--- src/rtl/bnn_pkg.sv ---
package bnn_pkg;
  function automatic int max_of(input int a, input int b);
    return (a > b) ? a : b;
  endfunction
endpackage

--- src/rtl/bnn_xnor_count.sv ---
module bnn_xnor_count #(
  parameter int LANES = 16,
  parameter int CNT_W = $clog2(LANES + 1),
  parameter int SC_W  = CNT_W + 2
) (
  input  logic [LANES-1:0]      act,
  input  logic [LANES-1:0]      wgt,
  input  logic                  is_last,
  input  logic [CNT_W-1:0]      last_lanes,
  output logic signed [SC_W-1:0] score
);
  logic             all_lanes;
  logic [CNT_W-1:0] n_live;
  logic [LANES-1:0] keep;
  logic [CNT_W-1:0] pop;

  assign all_lanes = !is_last || (last_lanes == '0) ||
                     (int'(last_lanes) >= LANES);
  assign n_live    = all_lanes ? CNT_W'(LANES) : last_lanes;

  for (genvar g = 0; g < LANES; g++) begin : g_mask
    assign keep[g] = all_lanes || (CNT_W'(g) < last_lanes);
  end

  always_comb begin
    pop = '0;
    for (int i = 0; i < LANES; i++)
      if (keep[i] && (act[i] ~^ wgt[i])) pop = pop + CNT_W'(1);
  end

  assign score = $signed({1'b0, pop, 1'b0}) - $signed({2'b00, n_live});
endmodule

--- src/rtl/bnn_accum.sv ---
module bnn_accum #(
  parameter int LANES = 16,
  parameter int SC_W  = 7,
  parameter int ACC_W = 12
) (
  input  logic                    clk,
  input  logic                    rst_n,
  input  logic                    fire,
  input  logic                    last,
  input  logic signed [SC_W-1:0]  score,
  output logic signed [ACC_W-1:0] acc,
  output logic signed [ACC_W-1:0] total
);
  logic signed [ACC_W-1:0] score_ext;
  assign score_ext = ACC_W'(score);
  assign total     = acc + score_ext;

  always_ff @(posedge clk or negedge rst_n)
    if (!rst_n)    acc <= '0;
    else if (fire) acc <= last ? '0 : total;


  acc_hold_chk: assert property (@(posedge clk) disable iff (!rst_n)
    !fire |=> $stable(acc));

  score_bound_chk: assert property (@(posedge clk) disable iff (!rst_n)
    fire |-> (int'(score) <= LANES && int'(score) >= -LANES));
endmodule

--- src/rtl/bnn_sign_out.sv ---
module bnn_sign_out #(
  parameter int ACC_W  = 12,
  parameter int BIAS_W = 16,
  parameter int SUM_W  = 17
) (
  input  logic                     clk,
  input  logic                     rst_n,
  input  logic                     fire_last,
  input  logic signed [ACC_W-1:0]  total,
  input  logic signed [BIAS_W-1:0] bias,
  input  logic                     out_ready,
  output logic                     out_valid,
  output logic                     out_bit
);
  logic signed [SUM_W-1:0] biased;
  assign biased = SUM_W'(total) + SUM_W'(bias);

  always_ff @(posedge clk or negedge rst_n)
    if (!rst_n) begin
      out_valid <= 1'b0;
      out_bit   <= 1'b0;
    end else if (fire_last) begin
      out_valid <= 1'b1;
      out_bit   <= !biased[SUM_W-1];
    end else if (out_ready) begin
      out_valid <= 1'b0;
    end


  result_hold_chk: assert property (@(posedge clk) disable iff (!rst_n)
    (out_valid && !out_ready) |=> (out_valid && $stable(out_bit)));

  result_rise_chk: assert property (@(posedge clk) disable iff (!rst_n)
    $rose(out_valid) |-> $past(fire_last));
endmodule

--- src/rtl/bnn_neuron.sv ---
module bnn_neuron
  import bnn_pkg::*;
#(
  parameter int LANES     = 16,
  parameter int MAX_BEATS = 64,
  parameter int BIAS_W    = 16,
  localparam int CNT_W    = $clog2(LANES + 1),
  localparam int SC_W     = CNT_W + 2,
  localparam int ACC_W    = $clog2(LANES * MAX_BEATS + 1) + 1,
  localparam int SUM_W    = max_of(ACC_W, BIAS_W) + 1
) (
  input  logic                     clk,
  input  logic                     rst_n,
  input  logic                     in_valid,
  output logic                     in_ready,
  input  logic [LANES-1:0]         in_act,
  input  logic [LANES-1:0]         in_wgt,
  input  logic                     in_last,
  input  logic [CNT_W-1:0]         last_lanes,
  input  logic signed [BIAS_W-1:0] bias,
  output logic                     out_valid,
  input  logic                     out_ready,
  output logic                     out_bit
);
  logic                    fire, fire_last;
  logic signed [SC_W-1:0]  score;
  logic signed [ACC_W-1:0] acc, total;

  assign in_ready  = !out_valid;
  assign fire      = in_valid && in_ready;
  assign fire_last = fire && in_last;

  bnn_xnor_count #(.LANES(LANES), .CNT_W(CNT_W), .SC_W(SC_W)) u_count (
    .act(in_act), .wgt(in_wgt), .is_last(in_last),
    .last_lanes(last_lanes), .score(score));

  bnn_accum #(.LANES(LANES), .SC_W(SC_W), .ACC_W(ACC_W)) u_accum (
    .clk(clk), .rst_n(rst_n), .fire(fire), .last(in_last),
    .score(score), .acc(acc), .total(total));

  bnn_sign_out #(.ACC_W(ACC_W), .BIAS_W(BIAS_W), .SUM_W(SUM_W)) u_sign (
    .clk(clk), .rst_n(rst_n), .fire_last(fire_last), .total(total),
    .bias(bias), .out_ready(out_ready), .out_valid(out_valid),
    .out_bit(out_bit));


  acc_clear_chk: assert property (@(posedge clk) disable iff (!rst_n)
    fire_last |=> (acc == '0));
endmodule

--- config.mk ---
export PLATFORM = sky130hd
export DESIGN_NAME = bnn_neuron
export DESIGN_NICKNAME = d
export VERILOG_FILES = /design/src/rtl/bnn_pkg.sv /design/src/rtl/bnn_xnor_count.sv /design/src/rtl/bnn_accum.sv /design/src/rtl/bnn_sign_out.sv /design/src/rtl/bnn_neuron.sv
export SDC_FILE = /design/constraint.sdc
export NUM_CORES = 1
export LEC_CHECK = 0
export BUFFER_PORTS_ARGS = -buffer_cell sky130_fd_sc_hd__buf_2
export CORE_MARGIN = 4
export CORE_UTILIZATION = 35
export CTS_BUF_LIST = sky130_fd_sc_hd__clkbuf_16
export CTS_CLUSTER_DIAMETER = 60
export DETAILED_ROUTE_END_ITERATION = 8
export SLEW_MARGIN = 30
export SYNTH_ARGS = -nofsm -noshare
export SYNTH_HDL_FRONTEND = slang
export SYNTH_SLANG_ARGS = --single-unit
--- constraint.sdc ---
create_clock -name clk -period 3.4 [get_ports clk]
set_clock_uncertainty 0.05 [all_clocks]
set_input_delay 0.51 -clock clk [delete_from_list [all_inputs] [get_ports clk]]
set_output_delay 0.51 -clock clk [all_outputs]
set_load 0.05 [all_outputs]
==> out/qor.yml, run 1 <==
clock_tree:
  clk_pin_slew_ps: 50
  clock-sinks: 14
  cts.htree.levels: 1
  cts-root-buf: "clkbuf_16"
  cts_tree: "done"
  clockBufferDepth: 2
  clock_latency_ps: 250
  hold_buffers: 0
  cts_buffers: 3
critical_path:
  path_delay_family: "adder cells"
  cp_num_buf_inv: 4
  required_ps: 3490
  endpoint_kind: "register"
  crit_fanout: 3
  critPathKind: "input port to register"
  cp_slowest_stage_delay_ps: 550
  cp-start-kind: "input port"
  cp.arrival_ps: 10770
  slowest_stage: "or4b_4"
  cpMostUsedCell: "ha_1"
routing:
  drtIter0Drc: 159
  wl_microns: 12700
  vias: 4558
  wire_per_inst_microns: 14.4
  ant_nets: 0
  viasPerCell: 5.19
  first_pass_iters: 4
  route.detailed.drc: 0
synth:
  synth.area.mux_share: 0.0267
  yosys.area.top_type: "ha_1"
  synth-compound-area-share: 0.296
  synth_top_area_share: 0.146
  ys_seq_area_frac: 0.0889
  synth_fa_ha_area_frac: 0.156
  synth_xor_area_frac: 0.217
  syn-mean-instance-area_sq_um: 7.91
  ys_types: 71
  synth_warnings: 0
  synth_fp_nets: 604
  synthesis.instances: 498
  yosys.area_share.simple: 0.167
  async_flop_share: 1.00
  synth_ff_type: "dfrtp_1"
  syn_area_sq_mm: 0.00394
  synth_seq_cells: 14
  synth_top_family_by_area: "compound AO/OA/AOI/OAI gates"
  synth_edf_count: 0
  synthTopCellsByArea: "ha_1, xnor2_1, dfrtp_1"
placed_design:
  io_buffers: 60
  place_congestion: 0.898
  hpwl_microns: 9810
  place_area_sq_mm: 0.00583
final_layout:
  utilization: 0.586
  areaGrowthSynthToFinish_pct: 62.6
  final_area_sq_mm: 0.00640
  drive_above_1_share: 0.465
  fin_nets: 846
  diodes: 0
timing:
  worst_slew_pin_slew_ps: 857
  finalCritPeriodShare: 3.14
  min_period_ps: 10680
  drv_slew: 0
  fin_ws_ps: -7280
  finalSetupTns_ps: -68510
  hold_viol: 0
  rsz0062_at_grt: "yes"
  max-slew-margin-rel: 0.427
  max_freq_mhz: 93.6
  setup_viol_count_final: 12
floorplanning:
  ios: 61
  die_y_microns: 114
  start_util: 0.360
  rows: 38
  core_sq_mm: 0.0109
  fp.dieArea_sq_mm: 0.0130
  fp.dieW_microns: 114
outcome:
  violations: "setup timing"
  status: "finished, violations left"
run:
  cap_violations: 0
grt:
  grt_pass1_wl_microns: 20200
  grt_max_degree: 18
  grtUsageTotal: 0.185
  antenna_found_initial: 0
  grt_pass1_vias: 4580
  overflow: 0
min_path:
  min_path_type: "input port to async pin"
## logic make-up after synthesis
logic type,after synthesis
buf+inv,48
simple gates,128
xor+xnor,86
compound gates,164
mux,10
flops,14
fa+ha+maj,48
## synthesized netlist by cell type, types with 5 or more instances
cell type,n
ha_1,46
mux2i_1,6
a21o_1,23
o211ai_1,5
dfrtp_1,14
nor3_1,6
inv_1,33
nand2_1,40
a22o_1,10
nand2b_1,5
nor2_1,24
and2_1,8
clkbuf_1,10
xor2_1,28
o21bai_1,8
o21ai_0,20
o31ai_1,5
nand3_1,14
xnor2_1,49
a21oi_1,38
a211oi_1,7
## registers in the layout (all words and copies together), names as in the netlist
signal and cells:
u_sign.out_bit 1, u_accum.acc 12, u_sign.out_valid 1
## cell usage in the layout, fill, tap and decap left out, types with 4 or more instances in the layout
| cell type | count |
|---|---|
| inv_1 | 32 |
| buf_4 | 187 |
| o21a_1 | 4 |
| xor2_2 | 6 |
| xnor2_1 | 34 |
| o31a_1 | 4 |
| o21ai_1 | 7 |
| a22o_1 | 10 |
| and2_1 | 7 |
| o21ai_0 | 12 |
| dfrtp_1 | 14 |
| a21oi_4 | 4 |
| and3_1 | 4 |
| nand2_2 | 5 |
| nand2_1 | 35 |
| nand2b_1 | 5 |
| buf_6 | 6 |
| o211ai_1 | 5 |
| nor3_1 | 6 |
| xnor2_4 | 4 |
| nor3b_1 | 4 |
| nand3_1 | 14 |
| mux2i_1 | 6 |
| a21oi_1 | 27 |
| ha_4 | 9 |
| a211oi_1 | 6 |
| a21oi_2 | 8 |
| o21ai_2 | 5 |
| xnor2_2 | 14 |
| ha_1 | 35 |
| o31ai_1 | 4 |
| buf_2 | 58 |
| a21o_1 | 23 |
| xor2_1 | 23 |
| nor2_1 | 24 |
| o21bai_1 | 6 |
## worst paths after layout
| kind | from | end | slack, ps | cells past startpoint |
|---|---|---|---|---|
| min in group clk | out_ready | u_sign.out_valid | 390 | 2 |
| worst min register to register | u_sign.out_bit | u_sign.out_bit | 440 | 2 |
| worst max register to register | u_accum.acc[0] | u_sign.out_bit | -330 | 19 |
| worst max-delay path | last_lanes[3] | u_sign.out_bit | -7280 | 61 |
| max in group asynchronous | rst_n | u_accum.acc[0] | 2940 | 1 |
| worst min-delay path | rst_n | u_accum.acc[5] | 110 | 1 |
## layout make-up
class	count	area, sq um
repair buffers	251	1760
fillers	978	4530
inverters	34	128
clock buffers	3	75.1
well taps	140	175
clock inverters	1	3.75
flip-flops and latches	14	350
multi-input cells	436	3910
## routing by layer
layer,vias up,GRT usage,share of wire
met5,-,0,0
met4,0,0.0483,0.027
met3,26,0.0137,0.033
met2,100,0.350,0.51
met1,2123,0.225,0.43
li1,2309,-,-
## repair_timing
action	in CTS	in global routing
pin swaps	20	24
setup endpoints to repair	12	12
gates resized for setup	16	40
buffers inserted	14	9
## per-stage QoR
stage	setup slack [ps]	instances	hold WS [ps]
after global placement	-7320	856	379
after global routing	-7950	879	136
after detailed placement	-7480	856	378
after CTS	-7130	873	123
final	-7280	879	106
after floorplan	-7110	498	164
Power of run 1 is not shown: default switching activity piles up to over one toggle a cycle in this logic, so the estimate is an artifact.
==> inputs of run 2 (changes only) <==
- SETUP_SLACK_MARGIN: default -> 0.1
==> run 2 against run 1 <==
The flow still finishes with violations (setup timing). Critical path depth is the same. Core utilization decreased by 0.16 points. Sequential share of layout area about the same. Highest routed layer unchanged.
==> out/qor.yml, run 2 (synthesis gave the netlist of run 1 again) <==
final_layout:
  areaGrowthSynthToFinish_pct: 62.1  # was 62.6%
  drive_above_1_share: 0.465  # about the same
  fillers: 981  # was 978
  fin_cells: 880  # was 879
  diodes: 0  # unchanged
  fin_nets: 847  # was 846
  layout_commonest_cell: "buf_4"  # unchanged
  final_cell_mix: "buf_4, buf_2, ha_1"  # was buf_4, buf_2, nand2_1, ha_1, xnor2_1
  top_regs: "u_accum.acc (12), u_sign.out_bit (1), u_sign.out_valid (1)"  # unchanged
  largest_reg_flops: 12  # unchanged
  top_register: "u_accum.acc"  # unchanged
floorplanning:
  start_util: 0.360  # unchanged
  ios: 61  # unchanged
  fp.dieArea_sq_mm: 0.0130  # unchanged
  core_sq_mm: 0.0109  # unchanged
  rows: 38  # unchanged
  fp.dieW_microns: 114  # unchanged
  die_y_microns: 114  # unchanged
grt:
  antenna_found_initial: 0  # unchanged
  grt_pass1_wl_microns: 20200  # unchanged
  grt_max_degree: 18  # unchanged
  overflow: 0  # unchanged
  grt_pass1_vias: 4580  # unchanged
  grtUsageTotal: 0.185  # unchanged
critical_path:
  cp_slowest_stage_delay_ps: 550  # about the same
  cp-start-kind: "input port"  # unchanged
  cp.arrival_ps: 10750  # was 10770 ps
  path_delay_family: "adder cells"  # unchanged
  r2r-end: "u_sign.out_bit"  # unchanged
  cp.depth: 61  # unchanged
  critPathKind: "input port to register"  # unchanged
  slowest_stage: "or4b_4"  # unchanged
  reg2reg_slack_ps: -330  # about the same
  cpMostUsedCell: "ha_1"  # unchanged
  reg2reg_depth: 19  # unchanged
  crit_fanout: 3  # unchanged
  required_ps: 3480  # was 3490 ps
  cp_num_buf_inv: 4  # unchanged
  endpoint_kind: "register"  # unchanged
  r2r_start: "u_accum.acc[0]"  # unchanged
routing:
  drt-met1-wl_microns: 5420  # was 5430 microns
  routed.top_layer: "met4"  # unchanged
  wl_met2_microns: 6510  # was 6480 microns
  viasPerCell: 5.14  # was 5.19
  wl_met3_microns: 425  # was 417 microns
  route.detailed.drc: 0  # unchanged
  first_pass_iters: 4  # unchanged
  drtIter0Drc: 158  # was 159
  vias: 4522  # was 4558
  wire_per_inst_microns: 14.4  # about the same
  ant_nets: 0  # unchanged
  wl_microns: 12600  # was 12700 microns
outcome:
  violations: "setup timing"  # unchanged
  status: "finished, violations left"  # unchanged
clock_tree:
  cts-root-buf: "clkbuf_16"  # unchanged
  cts.htree.levels: 1  # unchanged
  clockBufferDepth: 2  # unchanged
  cts_tree: "done"  # unchanged
  hold_buffers: 0  # unchanged
  clock-sinks: 14  # unchanged
  clock_latency_ps: 250  # about the same
  cts_buffers: 3  # unchanged
  clk_pin_slew_ps: 50  # about the same
placed_design:
  io_buffers: 60  # unchanged
  hpwl_microns: 9810  # unchanged
  place_congestion: 0.898  # unchanged
  place_inst: 856  # unchanged
timing:
  drv_slew: 0  # unchanged
  max-slew-margin-rel: 0.414  # was 0.427
  fin_ws_ps: -7270  # was -7280 ps
  finalCritPeriodShare: 3.14  # about the same
  worst_slew_pin_slew_ps: 875  # was 857 ps
  min_period_ps: 10670  # was 10680 ps
  rsz0062_at_grt: "yes"  # unchanged
  setup_viol_count_final: 12  # unchanged
  whs_ps: 108  # was 106 ps
  max_freq_mhz: 93.7  # was 93.6 MHz
  hold_viol: 0  # unchanged
min_path:
  min_path_type: "input port to async pin"  # unchanged
run:
  cap_violations: 0  # unchanged
-- run 2: cell types whose count changed in the layout (fill, tap and decap cells not counted) --
cell	before	now
ha_2	2	1
xnor2_4	4	2
ha_1	35	36
buf_4	187	188
xnor2_2	14	16
-- run 2: cell type report --
cell class | instances | area [sq um] | share of cell area
inverters | 34 | 128 | 0.0200
repair buffers | 252 | 1770 | 0.277
clock inverters | 1 | 3.75 | 0.000588
multi-input cells | 436 | 3880 | 0.608
flip-flops and latches | 14 | 350 | 0.0549
well taps | 140 | 175 | 0.0274
clock buffers | 3 | 75.1 | 0.0118
-- run 2: per-stage QoR --
step | instance area, sq um | utilization | setup WS, ps | TNS (ps)
2_1_floorplan | 4130 | - | -7110 | -66130
3_3_place_gp | 5830 | 0.534 | -7320 | -68930
3_5_place_dp | 5830 | 0.534 | -7480 | -70820
4_1_cts | 6110 | 0.559 | -7130 | -67090
5_1_grt | 6390 | 0.584 | -7950 | -74760
6_report | 6390 | 0.584 | -7270 | -68390
-- run 2: timing repair --
action                                  4_1_cts  5_1_grt
hold endpoints to repair                      0        0
cloned                                        0        0
endpoints found under the setup margin       12       12
gates resized for setup                      16       35
pin swaps                                    20       22
buffers inserted                             14        8
-- run 2: metal layers --
metal / up-vias / track usage
li1: 2310 / -
met1: 2100 / 0.225
met2: 91 / 0.350
met3: 21 / 0.0137
met4: 0 / 0.0483
met5: - / 0
-- run 2: worst max-delay path by stage --
stage / startpoint / to / slack [ps]
floorplan: last_lanes[3] / u_sign.out_bit / -7110
global placement: last_lanes[3] / u_sign.out_bit / -7320
detailed placement: last_lanes[3] / u_sign.out_bit / -7480
CTS: last_lanes[3] / u_sign.out_bit / -7130
global route: last_lanes[3] / u_sign.out_bit / -7950
finish: last_lanes[3] / u_sign.out_bit / -7270
Power of run 2 is left out for the same reason.
==> inputs of run 3 (changes only) <==
- PLACE_DENSITY_LB_ADDON: default -> 0.2
==> run 3 against run 2 <==
The flow still finishes with violations (setup timing). Critical path depth up 1. Non-clock buffer count decreased by 4. Global-route usage down 0.17 points. Count of clock-buffer cells in the layout is the same. Sequential cell count did not move. Final cell count decreased by 0.45%. Worst hold slack improved by 1.9 ps. Routed wire length down 4.0%. Register-to-register slack got worse by 100 ps. Final area fell by 2.7%.
==> out/qor.yml, run 3 (synthesis gave the netlist of run 1 again) <==
final_layout:
  layout_commonest_cell: "buf_4"  # unchanged
  diodes: 0  # unchanged
  largest_reg_flops: 12  # unchanged
  final_cell_mix: "buf_4, buf_2, xnor2_1"  # was buf_4, buf_2, ha_1
  final_area_sq_mm: 0.00622  # was 0.00639 sq mm
  areaGrowthSynthToFinish_pct: 57.8  # was 62.1%
  fin_nets: 843  # was 847
  top_register: "u_accum.acc"  # unchanged
  top_regs: "u_accum.acc (12), u_sign.out_bit (1), u_sign.out_valid (1)"  # unchanged
  drive_above_1_share: 0.439  # was 0.465
clock_tree:
  clk_pin_slew_ps: 50  # about the same
  clock-sinks: 14  # unchanged
  cts-root-buf: "clkbuf_16"  # unchanged
  clock_latency_ps: 250  # about the same
  cts.htree.levels: 1  # unchanged
  clockBufferDepth: 2  # unchanged
  hold_buffers: 0  # unchanged
  cts_tree: "done"  # unchanged
  cts_buffers: 3  # unchanged
critical_path:
  cp-start-kind: "input port"  # unchanged
  required_ps: 3480  # about the same
  cpMostUsedCell: "ha_1"  # unchanged
  slowest_stage: "or4b_4"  # unchanged
  cp.arrival_ps: 10690  # was 10750 ps
  cp_num_buf_inv: 2  # was 4
  critPathKind: "input port to register"  # unchanged
  cp_slowest_stage_delay_ps: 550  # about the same
  endpoint_kind: "register"  # unchanged
  r2r_start: "u_accum.acc[0]"  # unchanged
  path_delay_family: "compound AO/OA/AOI/OAI gates"  # was adder cells
  crit_fanout: 5  # was 3
  critPathLaunch: "last_lanes[3]"  # unchanged
grt:
  grt_pass1_vias: 4534  # was 4580
  grt_pass1_wl_microns: 20200  # about the same
  grtUsageTotal: 0.183  # was 0.185
  antenna_found_initial: 0  # unchanged
  overflow: 0  # unchanged
  grt_max_degree: 18  # unchanged
  met2_usage: 0.339  # was 0.350
  grt_busiest_layer: "met2"  # unchanged
  met1_usage: 0.239  # was 0.225
  grt_use_met3: 0.0122  # was 0.0137
timing:
  drv_slew: 0  # unchanged
  max_freq_mhz: 94.3  # was 93.7 MHz
  finalSetupTns_ps: -67590  # was -68390 ps
  hold_viol: 0  # unchanged
  worst_slew_pin_slew_ps: 779  # was 875 ps
  setup_viol_count_final: 12  # unchanged
  finalCritPeriodShare: 3.12  # was 3.14
  fin_ws_ps: -7210  # was -7270 ps
  max-slew-margin-rel: 0.479  # was 0.414
  min_period_ps: 10610  # was 10670 ps
  rsz0062_at_grt: "yes"  # unchanged
placed_design:
  hpwl_microns: 10100  # was 9810 microns
  place_congestion: 0.906  # was 0.898
  io_buffers: 60  # unchanged
  place_area_sq_mm: 0.00584  # was 0.00583 sq mm
routing:
  ant_nets: 0  # unchanged
  wire_per_inst_microns: 13.9  # was 14.4 microns
  route.detailed.drc: 0  # unchanged
  wl_microns: 12100  # was 12600 microns
  first_pass_iters: 5  # was 4
  viasPerCell: 5.18  # was 5.14
  drtIter0Drc: 223  # was 158
  vias: 4540  # was 4522
floorplanning:
  ios: 61  # unchanged
  fp.dieW_microns: 114  # unchanged
  rows: 38  # unchanged
  core_sq_mm: 0.0109  # unchanged
  start_util: 0.360  # unchanged
  fp.dieArea_sq_mm: 0.0130  # unchanged
  die_y_microns: 114  # unchanged
run:
  cap_violations: 0  # unchanged
min_path:
  min_path_type: "input port to async pin"  # unchanged
outcome:
  violations: "setup timing"  # unchanged
  status: "finished, violations left"  # unchanged
[run 3: cell count changes in the layout (fill, tap and decap cells not counted), sizes merged]
cell / change
buf: -4
[run 3: per-stage QoR]
step	util	setup WS (ps)	hold WS [ps]	instances
after global routing	0.568	-7760	138	876
after CTS	0.557	-7200	117	872
after global placement	0.534	-7370	378	857
after floorplan	-	-7110	164	498
final	0.568	-7210	110	876
after detailed placement	0.534	-7470	383	857
[run 3: per-layer routing]
layer,share of wire,wire [microns],up-vias
met1,0.45,5430,2148
li1,-,-,2304
met2,0.52,6270,84
met4,0.0038,46,0
met3,0.033,406,4
met5,0,0,-
[run 3: path summary, 6_finish.rpt]
check / cells after the start / slack [ps] / endpoint
setup / recovery: 62 / -7210 / u_sign.out_bit
hold / removal: 1 / 110 / u_accum.acc[8]
setup reg to reg: 19 / -430 / u_sign.out_bit
hold reg to reg: 1 / 470 / u_accum.acc[2]
max in group asynchronous: 1 / 2930 / u_accum.acc[0]
min in group clk: 2 / 390 / u_sign.out_valid
[run 3: area by class of cell]
cell class	instances	area (sq um)
multi-input cells	436	3750
fillers	1028	4720
inverters	34	128
well taps	140	175
clock buffers	3	75.1
flip-flops and latches	14	350
clock inverters	1	3.75
repair buffers	248	1740
[run 3: timing repair]
item / in CTS / in global routing
gates resized for setup: 15 / 17
endpoints found under the setup margin: 12 / 12
pin swaps: 15 / 19
buffers inserted: 12 / 5
cloned: 0 / 0
Power of run 3 is left out for the same reason.
